### src/rtl/prm_pkg.sv
package prm_pkg;

  // Bits needed to hold values 0 .. n-1 (at least one bit).
  function automatic int unsigned width_for(input int unsigned n);
    int unsigned w;
    w = 1;
    for (int i = 1; i < 32; i++) begin
      if ((64'd1 << w) < 64'(n)) w = w + 1;
    end
    return w;
  endfunction

endpackage

### src/rtl/prm_tick_gate.sv
module prm_tick_gate #(
  parameter int unsigned TICK_DIV = 10000,
  parameter int unsigned CFG_W    = 16
) (
  input  logic             clk,
  input  logic             rst_n,
  input  logic [CFG_W-1:0] cfg_period,
  input  logic [CFG_W-1:0] cfg_high,
  output logic             gate
);
  localparam int unsigned PRE_W = prm_pkg::width_for(TICK_DIV);
  localparam logic [PRE_W-1:0] PRE_LAST = PRE_W'(TICK_DIV - 1);

  logic [PRE_W-1:0] pre_q, pre_n;
  logic [CFG_W-1:0] ph_q, ph_n;
  logic [CFG_W:0]   ph_inc;
  logic             tick;

  assign tick = (pre_q == PRE_LAST);

  always_comb begin
    pre_n  = tick ? '0 : pre_q + PRE_W'(1);
    ph_inc = {1'b0, ph_q} + (CFG_W+1)'(1);
    ph_n   = ph_q;
    if (tick) begin
      ph_n = (ph_inc >= {1'b0, cfg_period}) ? '0 : ph_inc[CFG_W-1:0];
    end
  end

  always_ff @(posedge clk or negedge rst_n) begin
    if (!rst_n) begin
      pre_q <= '0;
      ph_q  <= '0;
    end else begin
      pre_q <= pre_n;
      ph_q  <= ph_n;
    end
  end

  assign gate = (ph_q < cfg_high);

  // the window phase only moves on a tick
  p_phase_hold_r2: assert property (@(posedge clk) disable iff (!rst_n)
    !tick |=> $stable(ph_q));
  // prescaler stays inside its range
  p_pre_range_r2: assert property (@(posedge clk) disable iff (!rst_n)
    pre_q <= PRE_LAST);

endmodule

### src/rtl/prm_edge_sync.sv
module prm_edge_sync (
  input  logic clk,
  input  logic rst_n,
  input  logic pulse_in,
  output logic pulse_edge
);
  logic [2:0] sh_q, sh_n;

  always_comb sh_n = {sh_q[1:0], pulse_in};

  always_ff @(posedge clk or negedge rst_n) begin
    if (!rst_n) sh_q <= '0;
    else        sh_q <= sh_n;
  end

  assign pulse_edge = sh_q[1] & ~sh_q[2];

  // one strobe per rising edge, never two in a row
  p_edge_single_r3: assert property (@(posedge clk) disable iff (!rst_n)
    pulse_edge |=> !pulse_edge);

endmodule

### src/rtl/prm_down_cnt.sv
module prm_down_cnt #(
  parameter int unsigned CNT_W = 24
) (
  input  logic             clk,
  input  logic             rst_n,
  input  logic             gate,
  input  logic             step,
  output logic [CNT_W-1:0] cnt_q,
  output logic             ovf_q
);
  localparam logic [CNT_W-1:0] FULL = {CNT_W{1'b1}};

  logic [CNT_W-1:0] cnt_n;
  logic             ovf_n;

  always_comb begin
    cnt_n = cnt_q;
    ovf_n = ovf_q;
    if (!gate) begin
      cnt_n = FULL;
      ovf_n = 1'b0;
    end else if (step) begin
      if (cnt_q == '0) ovf_n = 1'b1;
      else             cnt_n = cnt_q - CNT_W'(1);
    end
  end

  always_ff @(posedge clk or negedge rst_n) begin
    if (!rst_n) begin
      cnt_q <= FULL;
      ovf_q <= 1'b0;
    end else begin
      cnt_q <= cnt_n;
      ovf_q <= ovf_n;
    end
  end

  // refilled whenever the gate is low
  p_reload_r5: assert property (@(posedge clk) disable iff (!rst_n)
    !gate |=> (cnt_q == FULL) && !ovf_q);
  // one step per strobe while open
  p_step_r3: assert property (@(posedge clk) disable iff (!rst_n)
    gate && step && (cnt_q != '0) |=> cnt_q == $past(cnt_q) - CNT_W'(1));
  // no strobe, no change while open
  p_idle_r3: assert property (@(posedge clk) disable iff (!rst_n)
    gate && !step |=> $stable(cnt_q));
  // overflow implies the counter is pinned at zero
  p_sat_r6: assert property (@(posedge clk) disable iff (!rst_n)
    ovf_q |-> cnt_q == '0);

endmodule

### src/rtl/prm_capture.sv
module prm_capture #(
  parameter int unsigned CNT_W = 24
) (
  input  logic             clk,
  input  logic             rst_n,
  input  logic             gate,
  input  logic [CNT_W-1:0] cnt_q,
  input  logic             ovf_q,
  input  logic             rd_ack,
  output logic [CNT_W-1:0] result,
  output logic             result_valid,
  output logic             result_ovf
);
  localparam logic [CNT_W-1:0] FULL = {CNT_W{1'b1}};

  logic             gate_d_q;
  logic             fall;
  logic [CNT_W-1:0] res_q, res_n;
  logic             val_q, val_n;
  logic             rov_q, rov_n;

  assign fall = gate_d_q & ~gate;

  always_comb begin
    res_n = res_q;
    rov_n = rov_q;
    val_n = val_q;
    if (fall) begin
      res_n = FULL - cnt_q;
      rov_n = ovf_q;
      val_n = 1'b1;
    end else if (rd_ack) begin
      val_n = 1'b0;
    end
  end

  always_ff @(posedge clk or negedge rst_n) begin
    if (!rst_n) begin
      gate_d_q <= 1'b0;
      res_q    <= '0;
      val_q    <= 1'b0;
      rov_q    <= 1'b0;
    end else begin
      gate_d_q <= gate;
      res_q    <= res_n;
      val_q    <= val_n;
      rov_q    <= rov_n;
    end
  end

  assign result       = res_q;
  assign result_valid = val_q;
  assign result_ovf   = rov_q;

  // a falling gate always leaves a valid result
  p_valid_set_r4: assert property (@(posedge clk) disable iff (!rst_n)
    fall |=> result_valid);
  // result held between captures
  p_hold_r9: assert property (@(posedge clk) disable iff (!rst_n)
    !fall |=> $stable(result) && $stable(result_ovf));
  // acknowledge without capture clears the flag
  p_ack_r7: assert property (@(posedge clk) disable iff (!rst_n)
    rd_ack && !fall |=> !result_valid);

endmodule

### src/rtl/pulse_rate_meter.sv
module pulse_rate_meter #(
  parameter int unsigned CNT_W    = 24,
  parameter int unsigned TICK_DIV = 10000,
  parameter int unsigned CFG_W    = 16
) (
  input  logic             clk,
  input  logic             rst_n,
  input  logic             pulse_in,
  input  logic [CFG_W-1:0] cfg_gate_period,
  input  logic [CFG_W-1:0] cfg_gate_high,
  input  logic             rd_ack,
  output logic             gate,
  output logic [CNT_W-1:0] result,
  output logic             result_valid,
  output logic             result_ovf
);
  logic rs1_q, rs2_q;
  logic rst_i_n;
  logic pulse_edge;
  logic [CNT_W-1:0] cnt_q;
  logic ovf_q;

  // reset: asserted asynchronously, released on the clock
  always_ff @(posedge clk or negedge rst_n) begin
    if (!rst_n) begin
      rs1_q <= 1'b0;
      rs2_q <= 1'b0;
    end else begin
      rs1_q <= 1'b1;
      rs2_q <= rs1_q;
    end
  end
  assign rst_i_n = rs2_q;

  prm_tick_gate #(.TICK_DIV(TICK_DIV), .CFG_W(CFG_W)) u_gate (
    .clk        (clk),
    .rst_n      (rst_i_n),
    .cfg_period (cfg_gate_period),
    .cfg_high   (cfg_gate_high),
    .gate       (gate)
  );

  prm_edge_sync u_sync (
    .clk        (clk),
    .rst_n      (rst_i_n),
    .pulse_in   (pulse_in),
    .pulse_edge (pulse_edge)
  );

  prm_down_cnt #(.CNT_W(CNT_W)) u_cnt (
    .clk   (clk),
    .rst_n (rst_i_n),
    .gate  (gate),
    .step  (pulse_edge),
    .cnt_q (cnt_q),
    .ovf_q (ovf_q)
  );

  prm_capture #(.CNT_W(CNT_W)) u_cap (
    .clk          (clk),
    .rst_n        (rst_i_n),
    .gate         (gate),
    .cnt_q        (cnt_q),
    .ovf_q        (ovf_q),
    .rd_ack       (rd_ack),
    .result       (result),
    .result_valid (result_valid),
    .result_ovf   (result_ovf)
  );

  // nothing valid while the internal reset is held
  p_reset_quiet_r1: assert property (@(posedge clk)
    !rst_i_n |=> !result_valid || rst_i_n);

endmodule

### config.mk
export PLATFORM = sky130hd
export DESIGN_NAME = pulse_rate_meter
export DESIGN_NICKNAME = d
export VERILOG_FILES = /design/src/rtl/prm_pkg.sv /design/src/rtl/prm_tick_gate.sv /design/src/rtl/prm_edge_sync.sv /design/src/rtl/prm_down_cnt.sv /design/src/rtl/prm_capture.sv /design/src/rtl/pulse_rate_meter.sv
export SDC_FILE = /design/constraint.sdc
export NUM_CORES = 1
export LEC_CHECK = 0
export ABC_AREA = 1
export BUFFER_PORTS_ARGS = -buffer_cell sky130_fd_sc_hd__buf_2
export CAP_MARGIN = 20
export CORE_MARGIN = 2
export CORE_UTILIZATION = 51
export DETAILED_ROUTE_END_ITERATION = 8
export PLACE_DENSITY = 0.78
export SETUP_SLACK_MARGIN = 0.4
export SLEW_MARGIN = 40
export SYNTH_ARGS = -nofsm -noshare
export SYNTH_HDL_FRONTEND = slang
export SYNTH_SLANG_ARGS = --single-unit
export TNS_END_PERCENT = 50
### constraint.sdc
create_clock -name clk -period 3.1 [get_ports clk]
set_input_delay 0.62 -clock clk [delete_from_list [all_inputs] [get_ports clk]]
set_output_delay 0.62 -clock clk [all_outputs]
set_load 0.005 [all_outputs]
# Word level (Yosys, flattened, before mapping)

Index checks and enable logic that the tools add are counted.

Bitwise operators: 4
$add $sub $neg: 4
Mux-type cells: 10
Reduce and logical (&&, ||, !) cells: 4
Magnitude comparators: 2
Equal/unequal tests: 4

Operators with widths:

| kind                     | count |
|---|---|
| $mux W24                 | 3 |
| $logic_not A24 Y1        | 1 |
| $sub A24 B1 Y24 const B  | 1 |
| $sub A24 B24 Y24 const A | 1 |
| $add A16 B1 Y17 const B  | 1 |
| $ge A17 B16 Y1           | 1 |
| $lt A16 B16 Y1           | 1 |
| $mux W16                 | 1 |
| $add A14 B1 Y14 const B  | 1 |
| $eq A14 B14 Y1 const B   | 1 |
| $mux W14                 | 1 |
| $mux W1                  | 5 |
| $ne A2 B2 Y1 const B     | 2 |
| $reduce_and A2 Y1        | 2 |
| $and A1 B1 Y1            | 2 |
| $ne A2 B1 Y1 const B     | 1 |
| $not A1 Y1               | 2 |
| $reduce_bool A2 Y1       | 1 |

Word-level logic and storage cells: 39
Output and inout bits: 27
Flip-flop bits (word level): 87
Input bits: 36

# Longest topological paths before layout

Gate-level depths: netlist of run 1.

Depth in word-level cells: 4
Mapped depth: 19
Gate-level depth less buffers: 18

# Hierarchy

A second synthesis of run 1 with hierarchy kept.

Cells, all modules: 820
Area total of the unflattened synthesis: 5,901.9 um2

By module, submodules not included:

| module           | seq. area each (um2) | times used | cells each | area an instance (um2) |
|---|---|---|---|---|
| prm_tick_gate    | 750.7                | 1          | 412        | 2,750.1 |
| prm_down_cnt     | 655.6                | 1          | 263        | 1,824.2 |
| prm_capture      | 675.6                | 1          | 137        | 1,188.6 |
| prm_edge_sync    | 75.1                 | 1          | 5          | 85.1 |
| pulse_rate_meter | 50.0                 | 1          | 3          | 53.8 |

# Worst setup path before layout of run 1

Ideal clock, no wire load.

Path kind: flip-flop to flip-flop
From: register u_gate.ph_q[0]
To: register u_gate.ph_q[10]
Buffers on the path: 1
Cell stages (with the launch flop): 16
Setup time: 0.117 ns
Setup slack: 0.566 ns
Clock period less this slack: 2.534 ns
Data required time: 2.983 ns
Arrival: 2.417 ns
Cell sequence: dfrtp_1 -> ha_1 -> nand2_2 -> nor3_1 -> nand3_1 -> nand2_1 -> inv_1 -> ha_1 -> nand3_1 -> nor3_1 -> nand3_4 -> nor2_4 -> nor2_8 -> buf_6 -> nand3_2 -> nand2_1

Longest elaborated chain between the ends: 3

Ends and longest elaborated chain:

| item                     | line                | text |
|---|---|---|
| start: declaration       | prm_tick_gate.sv:15 | `logic [CFG_W-1:0] ph_q, ph_n;` |
| start signal: assignment | prm_tick_gate.sv:36 | `ph_q <= ph_n;` |
| $add A16 B1 Y17 (*)      | prm_tick_gate.sv:23 | `ph_inc = {1'b0, ph_q} + (CFG_W+1)'(1);` |
| $ge A17 B16 Y1           | prm_tick_gate.sv:26 | `ph_n = (ph_inc >= {1'b0, cfg_period}) ? '0 : ph_inc[CFG_W-1:0];` |
| $mux W16 (*)             | prm_tick_gate.sv:26 |  |

Every way passes the cells marked *; elsewhere a longest branch is shown, timed or not.
A chain may end at the register's enable or synchronous reset.

# Worst setup path after layout of run 1

Same ends and word-level chain as after synthesis.

==> results.yml, run 1 <==
setup_path:
  rrSetupSlack_ns: 0.49
  crit_type: "reg2reg"
  worst_setup_path_end_kind: "register"
  rr_endpoint: "u_gate.ph_q[10]"
  crit_arrival_ns: 2.86
  cp_max_fo: 4
  critPathLaunchType: "register"
  required_ns: 3.36
  r2r_start: "u_gate.ph_q[0]"
  rr_worst_depth: 17
power:
  p_total_mw: 2.44
  power_density_nw_per_um2: 374
  p_sw_share_pct: 30.2
  p_comb_share_pct: 15.7
  pwr-share-seq_pct: 53.5
  p_int_mw: 1.71
  power.switching_mw: 0.738
  leakage_nw: 3.66
  irDropWorstVdd_v: 0.000277
  power_frac_clock_pct: 30.7
hold_path:
  worstHoldPathType: "in2async"
synthesis:
  syn-cell-area_um2: 5610
  yosysTopAreaCell: "dfrtp_1"
  synth_warnings: 0
  ys.flop_type: "dfrtp_1"
  synth_common_cells: "nand2_1, inv_1, nor2_1"
  netlist_top_cells_area: "dfrtp_1, nand2_1, dfstp_2"
  syn_inst: 758
  synth.net_count: 828
  synth.yosys.seq_area_share_pct: 39.3
  synth_top_area_share_pct: 28.1
  async_flop_share_pct: 100
  synth_cell_types: 39
  synth_edf_count: 0
  yosys.cell_count.top_type: "nand2_1"
  synth_seq_cells: 87
  avgSynthCellArea_um2: 7.40
sta:
  final.setup.tns_ns: 0
  worst_pin_slew_ns: 0.587
  setup_viol: 0
  grt_setup_unrepaired: "false"
  fin_skew_ns: 0.00914
  post-route-period-util_pct: 84.2
  hold-worst-slack_ns: 0.0315
  max_freq_ghz: 0.383
  worst_slack_ns: 0.491
  fin_crit_ns: 2.61
  relSlewSlack_pct: 60.8
  drv_slew: 0
  hold_viol: 0
final_layout:
  utilization_pct: 60.6
  diodes: 0
  nFillCells: 973
  synthToLayoutAreaGrowth_pct: 16.5
  nNetsFinal: 903
  layout.cells.non_filler: 978
  drive_above_1_share_pct: 24.9
  design_area_um2: 6540
placement:
  dp.final_hpwl_mm: 8.74
  io_buffers: 62
  dp_cells: 948
  gp_congestion: 0.916
  dpl-instance-area_um2: 6020
  post-place-ws_ns: 0.346
clock_tree:
  numCtsBuffers: 9
  htree_levels: 3
  cts_tree: "done"
  cts_root_buf: "clkbuf_8"
  clock_sinks: 87
  cts.clk_slew.worst_paths_ns: 0.09
  ctsHoldBuffers: 0
  clockBufferDepth: 2
  clk_latency_ns: 0.36
drt:
  routedWlPerCell_um: 12.8
  drtAntennaViolNets: 0
  dr.max_layer_used: "met4"
  wl_met1_mm: 5.79
  avgViaCountPerCell: 5.14
  wirelength_mm: 12.6
  drt_iter0_drc: 311
  vias: 5025
  firstDrtPassIters: 5
  dr_wl_met2_mm: 5.91
  met3_wirelength_um: 638
  remaining_drc_errors: 0
global_route:
  grt_max_degree: 61
  grt_pass1_vias: 4607
  grt_overflow_total: 0
  grt_pass1_wl_mm: 20.6
  grt_use_total_pct: 21.8
  antenna_found_initial: 0
floorplanning:
  core_area_um2: 10800
  floorplan.initialDensity_pct: 52.0
  die_x_um: 109
  design.die.area_um2: 11900
  die_y_um: 109
  ios: 63
  fp-row-count: 38
outcome:
  status: "finished clean"
flow_run:
  maxCapViolCount: 0
-- layout by cell type, fill, tap and decap left out, drive strengths merged, types with 20 or more instances in the layout --
cell   synthesis  routed
nand3         94      94
buf           14      82
o21ai         21      21
ha            34      34
dfrtp         63      63
inv          124     126
nand4         20      20
dfstp         24      24
nor2          95      96
nand2        213     213
-- worst max-delay path by stage --
stage,from,endpoint,cells past startpoint
floorplan,rs2_q,u_cap.gate_d_q,0
global route,u_gate.ph_q[8],u_gate.ph_q[9],16
finish,u_gate.ph_q[0],u_gate.ph_q[10],17
CTS,u_gate.ph_q[0],u_gate.ph_q[8],15
detailed placement,u_gate.ph_q[0],u_gate.ph_q[4],14
global placement,u_gate.ph_q[0],u_gate.ph_q[15],14
-- critical path: stages, from the launching register on --
cell and delay [ns]:
dfrtp_2 0.46, ha_4 0.18, nand2_4 0.10, inv_2 0.05, nand2_2 0.08, nor2_4 0.05
or2_2 0.28, nand2_2 0.08, inv_2 0.05, ha_4 0.27, nand2_4 0.05, nor2_1 0.20
a21oi_2 0.12, nor2_4 0.20, nor2_4 0.07, buf_4 0.15, nand3_2 0.05, nand2_1 0.05
-- registers in the layout, summed over array words and instances, names as in the netlist --
signal              cells
u_cap.result_ovf        1
u_sync.sh_q             3
u_cnt.cnt_q            24
u_cap.gate_d_q          1
rs1_q                   1
rs2_q                   1
u_gate.ph_q            16
u_cap.result_valid      1
u_gate.pre_q           14
u_cap.result           24
u_cnt.ovf_q             1
-- cell type report --
type / count / area (um^2) / share of cell area, %
well taps: 140 / 175 / 2.68
inverters: 124 / 465 / 7.12
flip-flops and latches: 87 / 2220 / 34.0
clock inverters: 6 / 51.3 / 0.785
clock buffers: 10 / 138 / 2.11
repair buffers: 82 / 493 / 7.54
multi-input cells: 529 / 3000 / 45.8
-- power groups by stage --
stage / Sequential, mW / Clock, mW / Combinational (mW)
after global routing: 1.32 / 0.822 / 0.450
after floorplan: 1.32 / 0 / 0.278
after global placement: 1.34 / 0 / 0.355
after detailed placement: 1.34 / 0 / 0.361
after CTS: 1.32 / 0.769 / 0.364
final: 1.31 / 0.751 / 0.384
-- kinds of logic after synthesis --
group	after synthesis	share of synthesized area [%]
AOI/OAI and AO/OA	41	3.97
xor gates and xnor gates	13	2.03
adders and majority gates	34	7.58
buffers and inverters	143	10.6
DFF	87	39.3
other	1	0.0668
and+or+nand+nor	439	36.4
-- timing repair --
action                                  4_1_cts  5_1_grt
endpoints found under the setup margin       16       17
gates cloned                                  1        0
setup buffers                                 3        9
gates resized for setup                       3       50
pin swaps                                     3       14
-- per-layer routing --
metal	vias up	GRT usage [%]
li1	2539	-
met1	2318	30.4
met2	144	34.6
met3	24	3.89
met4	0	6.87
met5	-	0
Power figures use the tool's default switching activity.
==> run 2: changes to the inputs <==
==> constraint.sdc (replaced) <==
create_clock -name clk -period 2.6 [get_ports clk]
set_input_delay 0.52 -clock clk [delete_from_list [all_inputs] [get_ports clk]]
set_output_delay 0.52 -clock clk [all_outputs]
set_load 0.005 [all_outputs]
==> run 2 against run 1 <==
Effect of this change: the run now ends with negative setup slack left; non-clock buffer count increased by 26; combinational power is 31% higher; core utilization up 4.9 points; sequential power increased by 20%; via count up 7.2%; cell area up 8.1%; critical endpoint is now u_gate.ph_q[12].
==> results.yml, run 2 (synthesis gave the netlist of run 1 again) <==
outcome:
  status: "finished, violations left"
  violations: "negative setup slack"
global_route:
  antenna_found_initial: 0
  grt_use_total_pct: 21.3
  grt_pass1_vias: 4490
  grt_overflow_total: 0
  grt_max_degree: 38
  grt_pass1_wl_mm: 20.1
flow_run:
  maxCapViolCount: 0
final_layout:
  drive_above_1_share_pct: 31.1
  layout.cells.non_filler: 1004
  nFillCells: 848
  diodes: 0
  utilization_pct: 65.5
  synthToLayoutAreaGrowth_pct: 25.9
  design_area_um2: 7060
  nNetsFinal: 929
  final_common_cell: "nand2_1"
  layout_common_cells: "nand2_1, inv_1, nor2_1"
setup_path:
  worst_setup_path_end_kind: "register"
  r2r_start: "u_gate.ph_q[0]"
  path_cells: "ha_4 > nand2_8 > nor2_4 > nand4_1 > nand2_2 > inv_2 > ha_4 > nand2_4 > nor3_4 > buf_6 > nand3_4 > buf_6 > nor2_4 > nor2_4 > nand3_2 > nand2_1"
  path_buf_inv: 3
  crit_top_cell: "nor2_4"
  crit_arrival_ns: 2.92
  rrSetupSlack_ns: -0.07
  cpPeakStageDelay_ns: 0.47
  critPathLaunchType: "register"
  rr_worst_depth: 16
  cp_top_family: "simple AND/OR/NAND/NOR gates"
  slowest_stage: "dfrtp_1"
  required_ns: 2.85
  cp_max_fo: 8
  crit_type: "reg2reg"
  rr_endpoint: "u_gate.ph_q[12]"
power:
  power_density_nw_per_um2: 436
  leakage_nw: 3.82
  p_total_mw: 3.08
  irDropWorstVdd_v: 0.000310
placement:
  post-place-ws_ns: -0.0432
  dp_cells: 955
  gp_congestion: 0.889
  dp.final_hpwl_mm: 8.70
  dpl-instance-area_um2: 6090
  io_buffers: 62
floorplanning:
  die_x_um: 109
  core_area_um2: 10800
  die_y_um: 109
  floorplan.initialDensity_pct: 52.0
  design.die.area_um2: 11900
  fp-row-count: 38
  ios: 63
sta:
  final.setup.tns_ns: -0.467
  fin_crit_ns: 2.67
  setup_viol: 15
  fin_skew_ns: 0.00992
  worst_slack_ns: -0.0666
  post-route-period-util_pct: 103
  drv_slew: 0
  relSlewSlack_pct: 55.1
  hold_viol: 0
  worst_pin_slew_ns: 0.673
  hold-worst-slack_ns: 0.259
  grt_setup_unrepaired: "true"
  max_freq_ghz: 0.375
clock_tree:
  cts_tree: "done"
  cts.clk_slew.worst_paths_ns: 0.10
  numCtsBuffers: 9
  htree_levels: 3
  clk_latency_ns: 0.36
  clockBufferDepth: 2
  clock_sinks: 87
  cts_root_buf: "clkbuf_8"
drt:
  firstDrtPassIters: 8
  drtAntennaViolNets: 0
  drt_iter0_drc: 335
  remaining_drc_errors: 0
  avgViaCountPerCell: 5.37
  routedWlPerCell_um: 14.0
  vias: 5387
  wirelength_mm: 14.1
hold_path:
  hold_start: "pulse_in"
  worstHoldPathType: "in2reg"
  hold_path_end: "u_sync.sh_q[0]"
  whs_path_depth: 1
==> run 2: changes by cell type in the layout (fill, tap and decap cells not counted), moves of 4 or more <==
| cell | change |
|---|---|
| nand2_1 | -7 |
| a21oi_2 | +4 |
| a21oi_1 | -4 |
| ha_4 | +5 |
| inv_2 | +6 |
| nand3_1 | -4 |
| inv_1 | -6 |
| nand2_2 | +5 |
| buf_4 | +17 |
| ha_1 | -6 |
==> run 2: final cells by class <==
class	count	area (um^2)	share of cell area (%)
clock buffer	10	138	1.95
clock inverter	6	75.1	1.06
inverter	124	465	6.59
multi-input combinational	529	3210	45.4
sequential	87	2220	31.5
tap	140	175	2.48
timing repair buffer	108	777	11.0
==> run 2: worst max path at each step <==
stage,slack [ns],from,cells after the start,endpoint
5_1_grt,-0.17,u_gate.ph_q[6],17,u_gate.ph_q[12]
2_1_floorplan,0.07,u_gate.ph_q[0],15,u_gate.ph_q[10]
3_3_place_gp,0.04,u_gate.ph_q[0],16,u_gate.ph_q[4]
4_1_cts,0.04,u_gate.ph_q[5],10,gate
3_5_place_dp,-0.04,u_gate.ph_q[0],16,u_gate.ph_q[0]
6_report,-0.07,u_gate.ph_q[0],16,u_gate.ph_q[12]
==> run 2: layer usage <==
layer	share of wire, %	up-vias	global-route usage [%]
met4	3.1	0	7.60
met1	43	2523	29.3
met5	0	-	0
met2	48	221	34.1
li1	-	2594	-
met3	6.3	49	3.29
==> run 2: report_power, final <==
| part | leakage (nW) | switching (mW) | total [mW] | internal (mW) |
|---|---|---|---|---|
| logic | 2.63 | 0.324 | 0.502 | 0.178 |
| registers | 1.08 | 0.0847 | 1.57 | 1.48 |
| clock network | 0.105 | 0.527 | 1.01 | 0.486 |
==> run 2: repair_timing <==
action	4_1_cts	5_1_grt
endpoints found under the hold margin	2	0
buffers inserted	18	10
hold buffers	1	0
gates resized for setup	22	85
cloned	1	3
endpoints found under the setup margin	17	56
pin swaps	17	19
==> run 3: changes to the inputs <==
--- a/config.mk
+++ b/config.mk
@@ -8,10 +8,12 @@
 export ABC_AREA = 1
 export BUFFER_PORTS_ARGS = -buffer_cell sky130_fd_sc_hd__buf_2
 export CAP_MARGIN = 20
+export CELL_PAD_IN_SITES_DETAIL_PLACEMENT = 1
+export CELL_PAD_IN_SITES_GLOBAL_PLACEMENT = 1
 export CORE_MARGIN = 2
-export CORE_UTILIZATION = 51
+export CORE_UTILIZATION = 43
 export DETAILED_ROUTE_END_ITERATION = 8
-export PLACE_DENSITY = 0.78
+export PLACE_DENSITY = 0.87
 export SETUP_SLACK_MARGIN = 0.4
 export SLEW_MARGIN = 40
 export SYNTH_ARGS = -nofsm -noshare
==> run 3 against run 2 <==
Effect of this change: the run still ends with negative setup slack left; combinational power increased by 6.0%; first-iteration DRC count decreased by 0.60%; sequential power about the same; non-clock buffer count increased by 4; power increased by 8.9%; wire length increased by 56%; final cell count increased by 3.7%; critical endpoint is now u_gate.ph_q[8]; largest power group unchanged.
==> results.yml, run 3 (synthesis gave the netlist of run 1 again) <==
outcome:
  status: "finished, violations left"
  violations: "negative setup slack"
floorplanning:
  ios: 63
  design.die.area_um2: 14000
  fp-row-count: 41
  core_area_um2: 12700
  die_x_um: 118
  floorplan.initialDensity_pct: 44.3
  die_y_um: 118
placement:
  post-place-ws_ns: -0.244
  gp_congestion: 0.846
  io_buffers: 62
  dpl-instance-area_um2: 6140
  dp.final_hpwl_mm: 12.3
setup_path:
  critPathLaunchType: "register"
  worst_setup_path_end_kind: "register"
  required_ns: 2.83
  slowest_stage: "dfrtp_2"
  crit_arrival_ns: 3.01
  path_buf_inv: 3
  path_cells: "ha_4 > nand2_4 > nor3_2 > buf_4 > xnor2_2 > inv_1 > ha_4 > nand2_2 > nor2_4 > nand2_1 > nor2_4 > nor2_8 > buf_12 > nand3_2 > nand2_1"
  cp_max_fo: 6
  cp_top_family: "simple AND/OR/NAND/NOR gates"
  cpPeakStageDelay_ns: 0.47
  crit_type: "reg2reg"
sta:
  final.setup.tns_ns: -2.14
  hold_viol: 0
  fin_skew_ns: 0.0192
  worst_pin_slew_ns: 0.924
  setup_viol: 17
  grt_setup_unrepaired: "true"
  post-route-period-util_pct: 107
  worst_slack_ns: -0.181
  relSlewSlack_pct: 38.4
  fin_crit_ns: 2.78
  drv_slew: 0
  max_freq_ghz: 0.360
power:
  power_density_nw_per_um2: 460
  leakage_nw: 3.90
  irDropWorstVdd_v: 0.000319
  p_total_mw: 3.36
drt:
  wirelength_mm: 22.0
  drt_iter0_drc: 333
  avgViaCountPerCell: 5.56
  drtAntennaViolNets: 0
  remaining_drc_errors: 0
  firstDrtPassIters: 5
  vias: 5789
  routedWlPerCell_um: 21.2
final_layout:
  nFillCells: 1565
  layout_common_cells: "nand2_1, inv_1, nor2_1"
  drive_above_1_share_pct: 32.1
  multi_input_area_um2: 3310
  diodes: 0
  final_common_cell: "nand2_1"
  area.sequential_um2: 2220
  design_area_um2: 7290
  nNetsFinal: 934
  synthToLayoutAreaGrowth_pct: 29.9
clock_tree:
  clockBufferDepth: 2
  cts_root_buf: "clkbuf_16"
  cts.clk_slew.worst_paths_ns: 0.07
  cts_tree: "done"
  htree_levels: 3
  clk_latency_ns: 0.36
  numCtsBuffers: 9
  clock_sinks: 87
global_route:
  grt_pass1_wl_mm: 31.7
  grt_use_total_pct: 28.5
  grt_pass1_vias: 6133
  antenna_found_initial: 0
  grt_max_degree: 47
  grt_overflow_total: 0
flow_run:
  maxCapViolCount: 0
hold_path:
  worstHoldPathType: "in2reg"
==> run 3: power breakdown <==
part / internal, mW / switching, mW / total, mW
Sequential: 1.48 / 0.0980 / 1.58
Clock: 0.674 / 0.568 / 1.24
Combinational: 0.178 / 0.353 / 0.532
Total: 2.34 / 1.02 / 3.36
==> run 3: layout make-up <==
| cell class | count | share of cell area, % |
|---|---|---|
| Multi-Input combinational cell | 530 | 45.4 |
| Clock buffer | 13 | 3.43 |
| Clock inverter | 3 | 0.275 |
| Sequential cell | 87 | 30.5 |
| Inverter | 124 | 6.45 |
| Timing Repair Buffer | 112 | 11.0 |
| Tap cell | 172 | 2.95 |
==> run 3: timing repair <==
action | in CTS | in global routing
endpoints found under the setup margin | 43 | 61
gates resized for setup | 77 | 50
endpoints found under the hold margin | 2 | 0
setup buffers | 23 | 8
gates cloned | 2 | 2
pin swaps | 31 | 18
hold buffers | 1 | 0
==> run 3: worst reg2reg max path, delay by kind of cell, from the launching register on <==
| kind | cells | cell delay, ns |
|---|---|---|
| and+or+nand+nor | 9 | 0.99 |
| adders and majority gates | 2 | 0.50 |
| buffers and inverters | 3 | 0.47 |
| DFF | 1 | 0.47 |
| xor gates and xnor gates | 1 | 0.23 |
==> run 3: routing by layer <==
layer / share of wire, % / wire, um / GRT usage, % / up-vias
li1: - / - / - / 2595
met1: 38 / 8450 / 31.7 / 2888
met2: 53 / 11600 / 52.1 / 213
met3: 3.8 / 830 / 3.72 / 93
met4: 5.2 / 1150 / 15.5 / 0
met5: 0 / 0 / 0 / -
==> run 3: per-stage QoR <==
stage,std cells,hold slack (ns),util [%]
final,1041,0.273,57.5
after global routing,1041,0.278,57.5
after CTS,1031,0.271,55.1
after detailed placement,989,0.311,48.5
after global placement,989,0.309,48.5
after floorplan,758,0.224,-
==> run 3: worst paths after layout <==
path	startpoint	to	slack [ns]	depth (start not counted)
setup reg to reg	u_gate.ph_q[1]	u_gate.ph_q[8]	-0.18	15
min in group asynchronous	rs2_q	u_cap.gate_d_q	0.32	0
hold / removal	pulse_in	u_sync.sh_q[0]	0.27	1
hold reg to reg	rs2_q	u_cap.gate_d_q	0.32	0
setup / recovery	u_gate.ph_q[1]	u_gate.ph_q[8]	-0.18	15
max in group asynchronous	rs2_q	u_cnt.cnt_q[15]	1.55	1
